File: src/rtl/mw_pkg.sv
package mw_pkg;
   localparam int BYTE_W = 8;

   typedef enum logic [2:0] {
      RG_OPA,
      RG_OPB,
      RG_PROD,
      RG_QUO,
      RG_REM,
      RG_NONE
   } region_e;
endpackage

File: src/rtl/mw_operand_regs.sv
module mw_operand_regs #(
   parameter int OPW    = 16,
   parameter int ADDR_W = 4
) (
   input  logic              clk,
   input  logic              rst_n,
   input  logic              cs,
   input  logic              rnw,
   input  logic [ADDR_W-1:0] addr,
   input  logic [7:0]        wdata,
   output logic [OPW-1:0]    opa_q,
   output logic [OPW-1:0]    opb_q
);
   localparam int NB = OPW / mw_pkg::BYTE_W;

   logic wr;
   assign wr = cs && !rnw;

   for (genvar k = 0; k < NB; k++) begin : g_lane
      always_ff @(posedge clk or negedge rst_n) begin
         if (!rst_n) begin
            opa_q[k*8 +: 8] <= '0;
            opb_q[k*8 +: 8] <= '0;
         end else if (wr) begin
            if (addr == ADDR_W'(k))
               opa_q[k*8 +: 8] <= wdata;
            if (addr == ADDR_W'(NB + k))
               opb_q[k*8 +: 8] <= wdata;
         end
      end
   end


   a_low_write_chk: assert property (@(posedge clk) disable iff (!rst_n)
      (cs && !rnw && addr == '0) |=> (opa_q[7:0] == $past(wdata)));

   no_write_hold_chk: assert property (@(posedge clk) disable iff (!rst_n)
      !(cs && !rnw) |=> ($stable(opa_q) && $stable(opb_q)));
endmodule

File: src/rtl/mw_arith.sv
module mw_arith #(
   parameter int OPW       = 16,
   parameter int MUL_SHIFT = 1
) (
   input  logic             clk,
   input  logic             rst_n,
   input  logic [OPW-1:0]   opa,
   input  logic [OPW-1:0]   opb,
   output logic [2*OPW-1:0] prod,
   output logic [OPW-1:0]   quo,
   output logic [OPW-1:0]   rem
);
   localparam int PW = 2 * OPW;

   if (MUL_SHIFT != 0) begin : g_mul_shift
      always_comb begin
         prod = '0;
         for (int i = 0; i < OPW; i++)
            if (opb[i]) prod = prod + (PW'(opa) << i);
      end
   end else begin : g_mul_op
      assign prod = PW'(opa) * PW'(opb);
   end

   logic [OPW:0]   part;
   logic [OPW-1:0] q_raw;
   always_comb begin
      part  = '0;
      q_raw = '0;
      for (int i = OPW - 1; i >= 0; i--) begin
         part = {part[OPW-1:0], opa[i]};
         if (part >= {1'b0, opb}) begin
            part     = part - {1'b0, opb};
            q_raw[i] = 1'b1;
         end
      end
   end

   always_comb begin
      if (opb == '0) begin
         quo = '1;
         rem = opa;
      end else begin
         quo = q_raw;
         rem = part[OPW-1:0];
      end
   end


   div_zero_chk: assert property (@(posedge clk) disable iff (!rst_n)
      (opb == '0) |-> (quo == '1 && rem == opa));

   div_identity_chk: assert property (@(posedge clk) disable iff (!rst_n)
      (opb != '0) |-> ((PW'(quo) * PW'(opb) + PW'(rem)) == PW'(opa) && rem < opb));
endmodule

File: src/rtl/mw_readmux.sv
module mw_readmux #(
   parameter int OPW    = 16,
   parameter int ADDR_W = 4
) (
   input  logic              cs,
   input  logic [ADDR_W-1:0] addr,
   input  logic [OPW-1:0]    opa,
   input  logic [OPW-1:0]    opb,
   input  logic [2*OPW-1:0]  prod,
   input  logic [OPW-1:0]    quo,
   input  logic [OPW-1:0]    rem,
   output logic [7:0]        rdata
);
   import mw_pkg::*;
   localparam int NB   = OPW / BYTE_W;
   localparam int USED = 6 * NB;

   logic [USED*8-1:0] flat;
   assign flat = {rem, quo, prod, opb, opa};

   region_e rg;
   always_comb begin
      rg = RG_NONE;
      if (int'(addr) < NB)          rg = RG_OPA;
      else if (int'(addr) < 2*NB)   rg = RG_OPB;
      else if (int'(addr) < 4*NB)   rg = RG_PROD;
      else if (int'(addr) < 5*NB)   rg = RG_QUO;
      else if (int'(addr) < USED)   rg = RG_REM;
   end

   always_comb begin
      rdata = '0;
      if (cs && rg != RG_NONE)
         for (int i = 0; i < USED; i++)
            if (addr == ADDR_W'(i)) rdata = flat[i*8 +: 8];
   end
endmodule

File: src/rtl/mw_math_window.sv
module mw_math_window #(
   parameter int OPW       = 16,
   parameter int ADDR_W    = 4,
   parameter int MUL_SHIFT = 1
) (
   input  logic              clk,
   input  logic              rst_n,
   input  logic              cs,
   input  logic [ADDR_W-1:0] addr,
   input  logic              rnw,
   input  logic [7:0]        wdata,
   output logic [7:0]        rdata
);
   localparam int NB = OPW / mw_pkg::BYTE_W;

   if (OPW % mw_pkg::BYTE_W != 0 || OPW < 8) begin : g_bad_w
      $error("OPW must be a positive multiple of 8");
   end
   if ((1 << ADDR_W) < 6 * NB) begin : g_bad_a
      $error("window too small for operand width");
   end

   logic [OPW-1:0]   opa, opb, quo, rem;
   logic [2*OPW-1:0] prod;

   mw_operand_regs #(.OPW(OPW), .ADDR_W(ADDR_W)) u_regs (
      .clk(clk), .rst_n(rst_n), .cs(cs), .rnw(rnw), .addr(addr),
      .wdata(wdata), .opa_q(opa), .opb_q(opb));

   mw_arith #(.OPW(OPW), .MUL_SHIFT(MUL_SHIFT)) u_arith (
      .clk(clk), .rst_n(rst_n), .opa(opa), .opb(opb),
      .prod(prod), .quo(quo), .rem(rem));

   mw_readmux #(.OPW(OPW), .ADDR_W(ADDR_W)) u_mux (
      .cs(cs), .addr(addr), .opa(opa), .opb(opb), .prod(prod),
      .quo(quo), .rem(rem), .rdata(rdata));


   prod_low_read_chk: assert property (@(posedge clk) disable iff (!rst_n)
      (cs && rnw && addr == ADDR_W'(2*NB)) |-> (rdata == prod[7:0]));

   load_no_change_chk: assert property (@(posedge clk) disable iff (!rst_n)
      (cs && rnw) |=> ($stable(opa) && $stable(opb)));

   idle_bus_chk: assert property (@(posedge clk) disable iff (!rst_n)
      !cs |-> (rdata == 8'h00));
endmodule

File: config.mk
export PLATFORM = sky130hd
export DESIGN_NAME = mw_math_window
export DESIGN_NICKNAME = d
export VERILOG_FILES = /design/src/rtl/mw_pkg.sv /design/src/rtl/mw_operand_regs.sv /design/src/rtl/mw_arith.sv /design/src/rtl/mw_readmux.sv /design/src/rtl/mw_math_window.sv
export SDC_FILE = /design/constraint.sdc
export NUM_CORES = 1
export LEC_CHECK = 0
export ABC_CLOCK_PERIOD_IN_PS = 160500
export CORE_UTILIZATION = 35
export DETAILED_ROUTE_END_ITERATION = 7
export SLEW_MARGIN = 10
export SYNTH_ARGS = -nofsm -noshare
export SYNTH_HDL_FRONTEND = slang
export SYNTH_SLANG_ARGS = --single-unit
File: constraint.sdc
create_clock -name clk -period 160.5 [get_ports clk]
set_clock_uncertainty 0.05 [all_clocks]
set_input_delay 16.05 -clock clk [delete_from_list [all_inputs] [get_ports clk]]
set_output_delay 16.05 -clock clk [all_outputs]
set_load 0.1 [all_outputs]
==> flow_metrics.py, run 1 <==
metrics = {
    "cts": {
        "total_number_of_h_tree_levels": 2,
        "worst_skew_pair.late_latency_ns": 0.30,
        "cts_resized": 0,
        "hold_bufs_inserted_after_cts": 0,
        "cts-root-buf": "clkbuf_16",
        "cts.clk_slew.worst_paths_ns": 0.06,
        "tritoncts.num_buffers": 5,
        "clock_tree.buffer_depth": 2,
        "cts_tree": "done",
        "cts_num_sinks": 32,
        "cts_setup_buffers": 0,
    },
    "worst_setup_path": {
        "cp-end-kind": "output port",
        "setup.worst_path.class": "register to output port",
        "critPathMaxStageDelay_ns": 1.21,
        "cpMostUsedCell": "o21ai_0",
        "crit_path_top_delay_cell": "clkdlybuf4s50_1",
        "path_max_fanout": 29,
        "critical_path_arrival_ns": 57.91,
        "cp.required_ns": 144.40,
        "startpoint_type": "register",
    },
    "drt": {
        "drc_violation_total_after_the_first_tritonroute_iteration": 2473,
        "postRouteAntennaNets": 0,
        "postRouteWirelength_um": 101000,
        "route.detailed.wl_per_inst_um": 19.7,
        "drc": 0,
        "drt_pass1_iterations": 6,
        "via_count": 30200,
        "post_drt_via_cell_ratio": 5.88,
    },
    "synthesis": {
        "netlist_top_cells_area": "ha_1 22%, mux2_2 6.5%, o21ai_0 6.4%",
        "average_instance_area_after_synthesis_um2": 7.04,
        "async_flop_share": 1.00,
        "post_synth_instance_area_um2": 28700,
        "synthCells": 4083,
        "count_of_yosys_warnings_during_synthesis": 0,
        "synth.yosys.seq_area_share": 0.0279,
        "count_of_flip_flops_with_a_built_in_enable_after_synthesis": 0,
        "dominantRegCellSynth": "dfrtp_1",
        "ys_ff_latch": 32,
        "yosys.area.top_type": "ha_1",
        "netlist-cell-type-count": 103,
        "synth_largest_type_area_fraction": 0.216,
        "postSynthNetCount": 4625,
    },
    "sta": {
        "final_period_minus_worst_setup_slack_ns": 74.01,
        "final_setup_violation_count": 0,
        "min_period_over_period": 0.461,
        "clock.fmax_mhz": 13.5,
        "slew_headroom": 0.273,
        "tightestPinTransition_ns": 1.08,
        "rsz0062_at_grt": "no",
        "slew_viols_final": 0,
        "setup_total_negative_slack_ns": 0,
        "report.final.hold_viol_count": 0,
    },
    "floorplanning": {
        "std_cell_rows": 104,
        "fp.dieW_um": 289,
        "ioPinCount": 24,
        "start_util": 0.355,
        "die_y_um": 289,
        "fp.coreArea_um2": 80900,
        "die_footprint_um2": 83300,
    },
    "global_route": {
        "grt_max_degree": 35,
        "first_global_vias": 28400,
        "grt_first_pass_wirelength_um": 159000,
        "grt_antenna_before_repair": 7,
        "gr-usage-all-layers": 0.239,
        "total_congestion_overflow": 0,
    },
    "layout": {
        "synthToLayoutAreaGrowth_pct": 6.06,
        "final_nets": 4605,
        "final_layout_size_suffix_gt1_frac": 0.0733,
    },
    "placed_design": {
        "dp.final_hpwl_um": 79300,
        "place_congestion": 0.972,
        "numPortBuffers": 23,
    },
    "min_path": {
        "hold_path.class": "register to register",
    },
    "run_status": {
        "run_status": "complete, no violations",
    },
    "job": {
        "drv.max_cap_violation_count": 0,
    },
}
[synthesized netlist by cell type, types with 62 or more instances]
| master | number |
|---|---|
| ha_1 | 496 |
| o21ai_0 | 369 |
| nand2_1 | 359 |
| inv_1 | 357 |
| nor2_1 | 353 |
| a21oi_1 | 350 |
| xnor2_1 | 210 |
| mux2_2 | 166 |
| a21o_1 | 104 |
| a21boi_0 | 92 |
| clkbuf_1 | 85 |
| o21a_1 | 83 |
| nor3_1 | 71 |
| xor2_1 | 69 |
| nand3_1 | 67 |
| nor2b_1 | 62 |
[state kept, by name, summed over array words and instances (netlist names)]
name and count:
u_regs.opa_q 16, u_regs.opb_q 16
[worst max-delay path: cells and delay by family (launching register included)]
family | cells | cell delay (ns)
muxes | 8 | 3.15
adders and majority gates | 15 | 4.83
AOI/OAI and AO/OA | 155 | 36.09
and+or+nand+nor | 45 | 10.64
DFF | 1 | 0.72
buffers and inverters | 6 | 2.07
[layout make-up]
class	instances	area, um^2
fillers	8653	50500
multi-input cells	3578	26100
inverters	361	1360
well taps	1060	1330
flip-flops and latches	32	801
repair buffers	85	691
clock buffers	5	125
clock inverters	3	42.5
diodes	1	2.50
[worst paths after layout]
| kind | from | cells past startpoint | slack (ns) | endpoint |
|---|---|---|---|---|
| max in group asynchronous | rst_n | 1 | 144.02 | u_regs.opa_q[2] |
| worst max-delay path | u_regs.opb_q[6] | 229 | 86.49 | rdata[2] |
| min in group asynchronous | rst_n | 1 | 15.80 | u_regs.opb_q[1] |
| worst min register to register | u_regs.opb_q[0] | 2 | 0.69 | u_regs.opb_q[0] |
| worst min-delay path | u_regs.opb_q[0] | 2 | 0.69 | u_regs.opb_q[0] |
| worst max register to register | u_regs.opb_q[10] | 3 | 158.44 | u_regs.opb_q[10] |
[placed cells by master (no fill, tap or decap), drive strengths merged, types with 10 or more instances in the layout]
cell type	count
ha	496
o21ai	375
nand2	359
inv	358
nor2	353
a21oi	353
xnor2	210
mux2	167
a21o	104
a21boi	94
o21a	83
nor3	72
xor2	69
nand3	67
buf	63
nor2b	62
nand4	58
mux2i	43
o21bai	42
a31oi	40
nand2b	39
o31ai	36
a211oi	36
or3	34
dfrtp	32
fa	30
o211ai	27
and2	25
nand3b	24
clkdlybuf4s50	22
nor4	22
and3	19
a211o	17
o31a	15
or2	12
nor3b	11
o2111ai	10
[routing by layer]
layer | vias to the layer above | global-route usage | wire (um)
met5 | - | 0 | 38
met4 | 6 | 0.0659 | 3090
met3 | 189 | 0.0389 | 7690
met2 | 1011 | 0.386 | 44100
met1 | 14100 | 0.325 | 46100
li1 | 14900 | - | -
[stage by stage]
stage | instances | hold WS, ns | setup WS (ns) | instance area (um^2) | utilization
after floorplan | 4083 | 0.846 | 90.98 | 28700 | -
after global placement | 5116 | 0.673 | 89.75 | 30300 | 0.374
after detailed placement | 5116 | 0.670 | 88.21 | 30300 | 0.374
after CTS | 5124 | 0.685 | 87.55 | 30500 | 0.377
after global routing | 5124 | 0.699 | 81.22 | 30500 | 0.377
final | 5125 | 0.688 | 86.49 | 30500 | 0.377
[kinds of logic after synthesis]
| family | count (synthesis) | synth area share |
|---|---|---|
| flip-flops | 32 | 0.0279 |
| AND/OR/NAND/NOR | 1185 | 0.195 |
| AO/OA/AOI/OAI | 1371 | 0.305 |
| multiplexers | 217 | 0.0865 |
| adder cells (fa/ha/maj) | 526 | 0.237 |
| buffers and inverters | 473 | 0.0630 |
| XOR/XNOR | 279 | 0.0850 |
Power of run 1 is not shown: default switching activity piles up to over one toggle a cycle in this logic, so the estimate is an artifact.
==> inputs of run 2 (changes only) <==
- ABC_CLOCK_PERIOD_IN_PS: 160500 -> 68900
- clock period: 160.5 -> 68.9 ns (I/O delays scaled with it)
==> run 2 against run 1 <==
  * Die area unchanged
  * Setup slack worse by 81 ns
  * Register-to-register slack lost 92 ns
  * First-iteration DRC count down 3.2%
  * Via count decreased by 0.12%
  * Sequential cell count unchanged
  * Routed wire length down 0.24%
  * Critical path depth decreased by 3
  * Critical path type unchanged
  * Largest cell class unchanged
  * Highest routed layer unchanged
==> flow_metrics.py, run 2 (synthesis results as in run 1) <==
metrics = {
    "run_status": {
        "run_status": "complete, no violations",
    },
    "global_route": {
        "first_global_vias": 28200,
        "grt_antenna_before_repair": 5,
        "total_congestion_overflow": 0,
        "gr-usage-all-layers": 0.238,
        "grt_first_pass_wirelength_um": 157000,
        "grt_max_degree": 37,
    },
    "worst_setup_path": {
        "setup.worst_path.class": "register to output port",
        "setup.reg_to_reg.worst_slack_ns": 66.75,
        "worst_r2r_startpoint": "u_regs.opb_q[10]",
        "cp.required_ns": 61.96,
        "crit_path_top_delay_cell": "dfrtp_1",
        "cp-end-kind": "output port",
        "path_max_fanout": 29,
        "startpoint_type": "register",
        "critical_path_arrival_ns": 56.48,
        "worst_r2r_endpoint": "u_regs.opb_q[10]",
        "critPathMaxStageDelay_ns": 0.72,
        "ff2ff_path_depth": 3,
        "cpMostUsedCell": "o21ai_0",
    },
    "layout": {
        "insertedDiodeCount": 0,
        "layout.cells.most_common": "ha_1",
        "layout.cells.most_common_list": "496 x ha_1, 368 x o21ai_0, 359 x nand2_1",
        "layout.cells.non_filler": 5125,
        "synthToLayoutAreaGrowth_pct": 5.99,
        "final_nets": 4606,
        "largest_registers": "u_regs.opa_q (16), u_regs.opb_q (16)",
        "final_layout_size_suffix_gt1_frac": 0.0755,
    },
    "sta": {
        "report.final.hold_viol_count": 0,
        "final_setup_violation_count": 0,
        "slew_headroom": 0.330,
        "final_period_minus_worst_setup_slack_ns": 63.42,
        "setup_total_negative_slack_ns": 0,
        "setup_slack_ns": 5.48,
        "whs_ns": 0.690,
        "min_period_over_period": 0.920,
        "rsz0062_at_grt": "no",
        "tightestPinTransition_ns": 0.996,
        "clock.fmax_mhz": 15.8,
        "slew_viols_final": 0,
    },
    "cts": {
        "hold_bufs_inserted_after_cts": 0,
        "cts-root-buf": "clkbuf_16",
        "tritoncts.num_buffers": 5,
        "total_number_of_h_tree_levels": 2,
        "clock_tree.buffer_depth": 2,
        "worst_skew_pair.late_latency_ns": 0.29,
        "cts_num_sinks": 32,
        "cts_setup_buffers": 0,
        "cts.clk_slew.worst_paths_ns": 0.06,
        "cts_tree": "done",
    },
    "drt": {
        "drt-met1-wl_um": 45600,
        "via_count": 30100,
        "drc": 0,
        "route.top_layer_used": "met5",
        "route.detailed.wl_per_inst_um": 19.7,
        "postRouteAntennaNets": 0,
        "drc_violation_total_after_the_first_tritonroute_iteration": 2393,
        "route.met2.wl_um": 44500,
        "drt_pass1_iterations": 6,
        "met3_wirelength_um": 7950,
        "post_drt_via_cell_ratio": 5.88,
        "postRouteWirelength_um": 101000,
    },
    "min_path": {
        "hold_path_depth": 2,
        "hold_path.class": "register to register",
        "hold_path.startpoint": "u_regs.opb_q[0]",
        "whs_endpoint": "u_regs.opb_q[0]",
    },
    "floorplanning": {
        "die_y_um": 289,
        "start_util": 0.355,
        "std_cell_rows": 104,
        "fp.dieW_um": 289,
        "fp.coreArea_um2": 80900,
        "die_footprint_um2": 83300,
        "ioPinCount": 24,
    },
    "job": {
        "drv.max_cap_violation_count": 0,
    },
    "placed_design": {
        "dp.cells": 5117,
        "dp.final_hpwl_um": 79000,
        "place_ws_ns": 5.93,
        "place_congestion": 0.970,
        "numPortBuffers": 23,
    },
}
## run 2: worst max path at each step
stage,startpoint,endpoint,slack [ns]
2_1_floorplan,u_regs.opb_q[1],rdata[0],8.54
3_5_place_dp,u_regs.opb_q[6],rdata[7],5.93
3_3_place_gp,u_regs.opb_q[6],rdata[2],7.22
6_report,u_regs.opb_q[6],rdata[2],5.48
4_1_cts,u_regs.opb_q[6],rdata[2],5.23
5_1_grt,u_regs.opb_q[6],rdata[0],0.04
## run 2: critical path, delay by kind of cell (launching register included)
kind / cells / cell delay, ns
compound gates: 154 / 35.78
fa+ha+maj: 15 / 4.64
buf+inv: 6 / 1.51
flops: 1 / 0.72
mux: 8 / 3.17
simple gates: 43 / 10.26
## run 2: cell type report
| cell class | instances | area (um^2) |
|---|---|---|
| Inverter | 361 | 1360 |
| Sequential cell | 32 | 801 |
| Clock inverter | 2 | 35.0 |
| Multi-Input combinational cell | 3578 | 26200 |
| Timing Repair Buffer | 86 | 658 |
| Fill cell | 8611 | 50500 |
| Tap cell | 1060 | 1330 |
| Clock buffer | 6 | 129 |
## run 2: layer usage
metal  up-vias  global-route usage
met3       162              0.0427
met5         -                   0
met4        10              0.0604
met1     14000               0.322
met2      1038               0.387
li1      14900                   -
## run 2: timing repair
item,CTS,global route
setup endpoints to repair,0,8
endpoints found under the hold margin,0,0
resized for setup,0,19
## run 2: through the flow
stage / utilization / instance area, um^2
6_report: 0.376 / 30500
3_5_place_dp: 0.375 / 30300
2_1_floorplan: - / 28700
3_3_place_gp: 0.375 / 30300
4_1_cts: 0.377 / 30500
5_1_grt: 0.376 / 30500
Power of run 2 is left out for the same reason.
==> inputs of run 3 (changes only) <==
- CAP_MARGIN: unset -> 20
==> results of run 3 <==
The final DEF is identical to that of run 2; final timing and power are the same.
Power of run 3 is left out for the same reason.
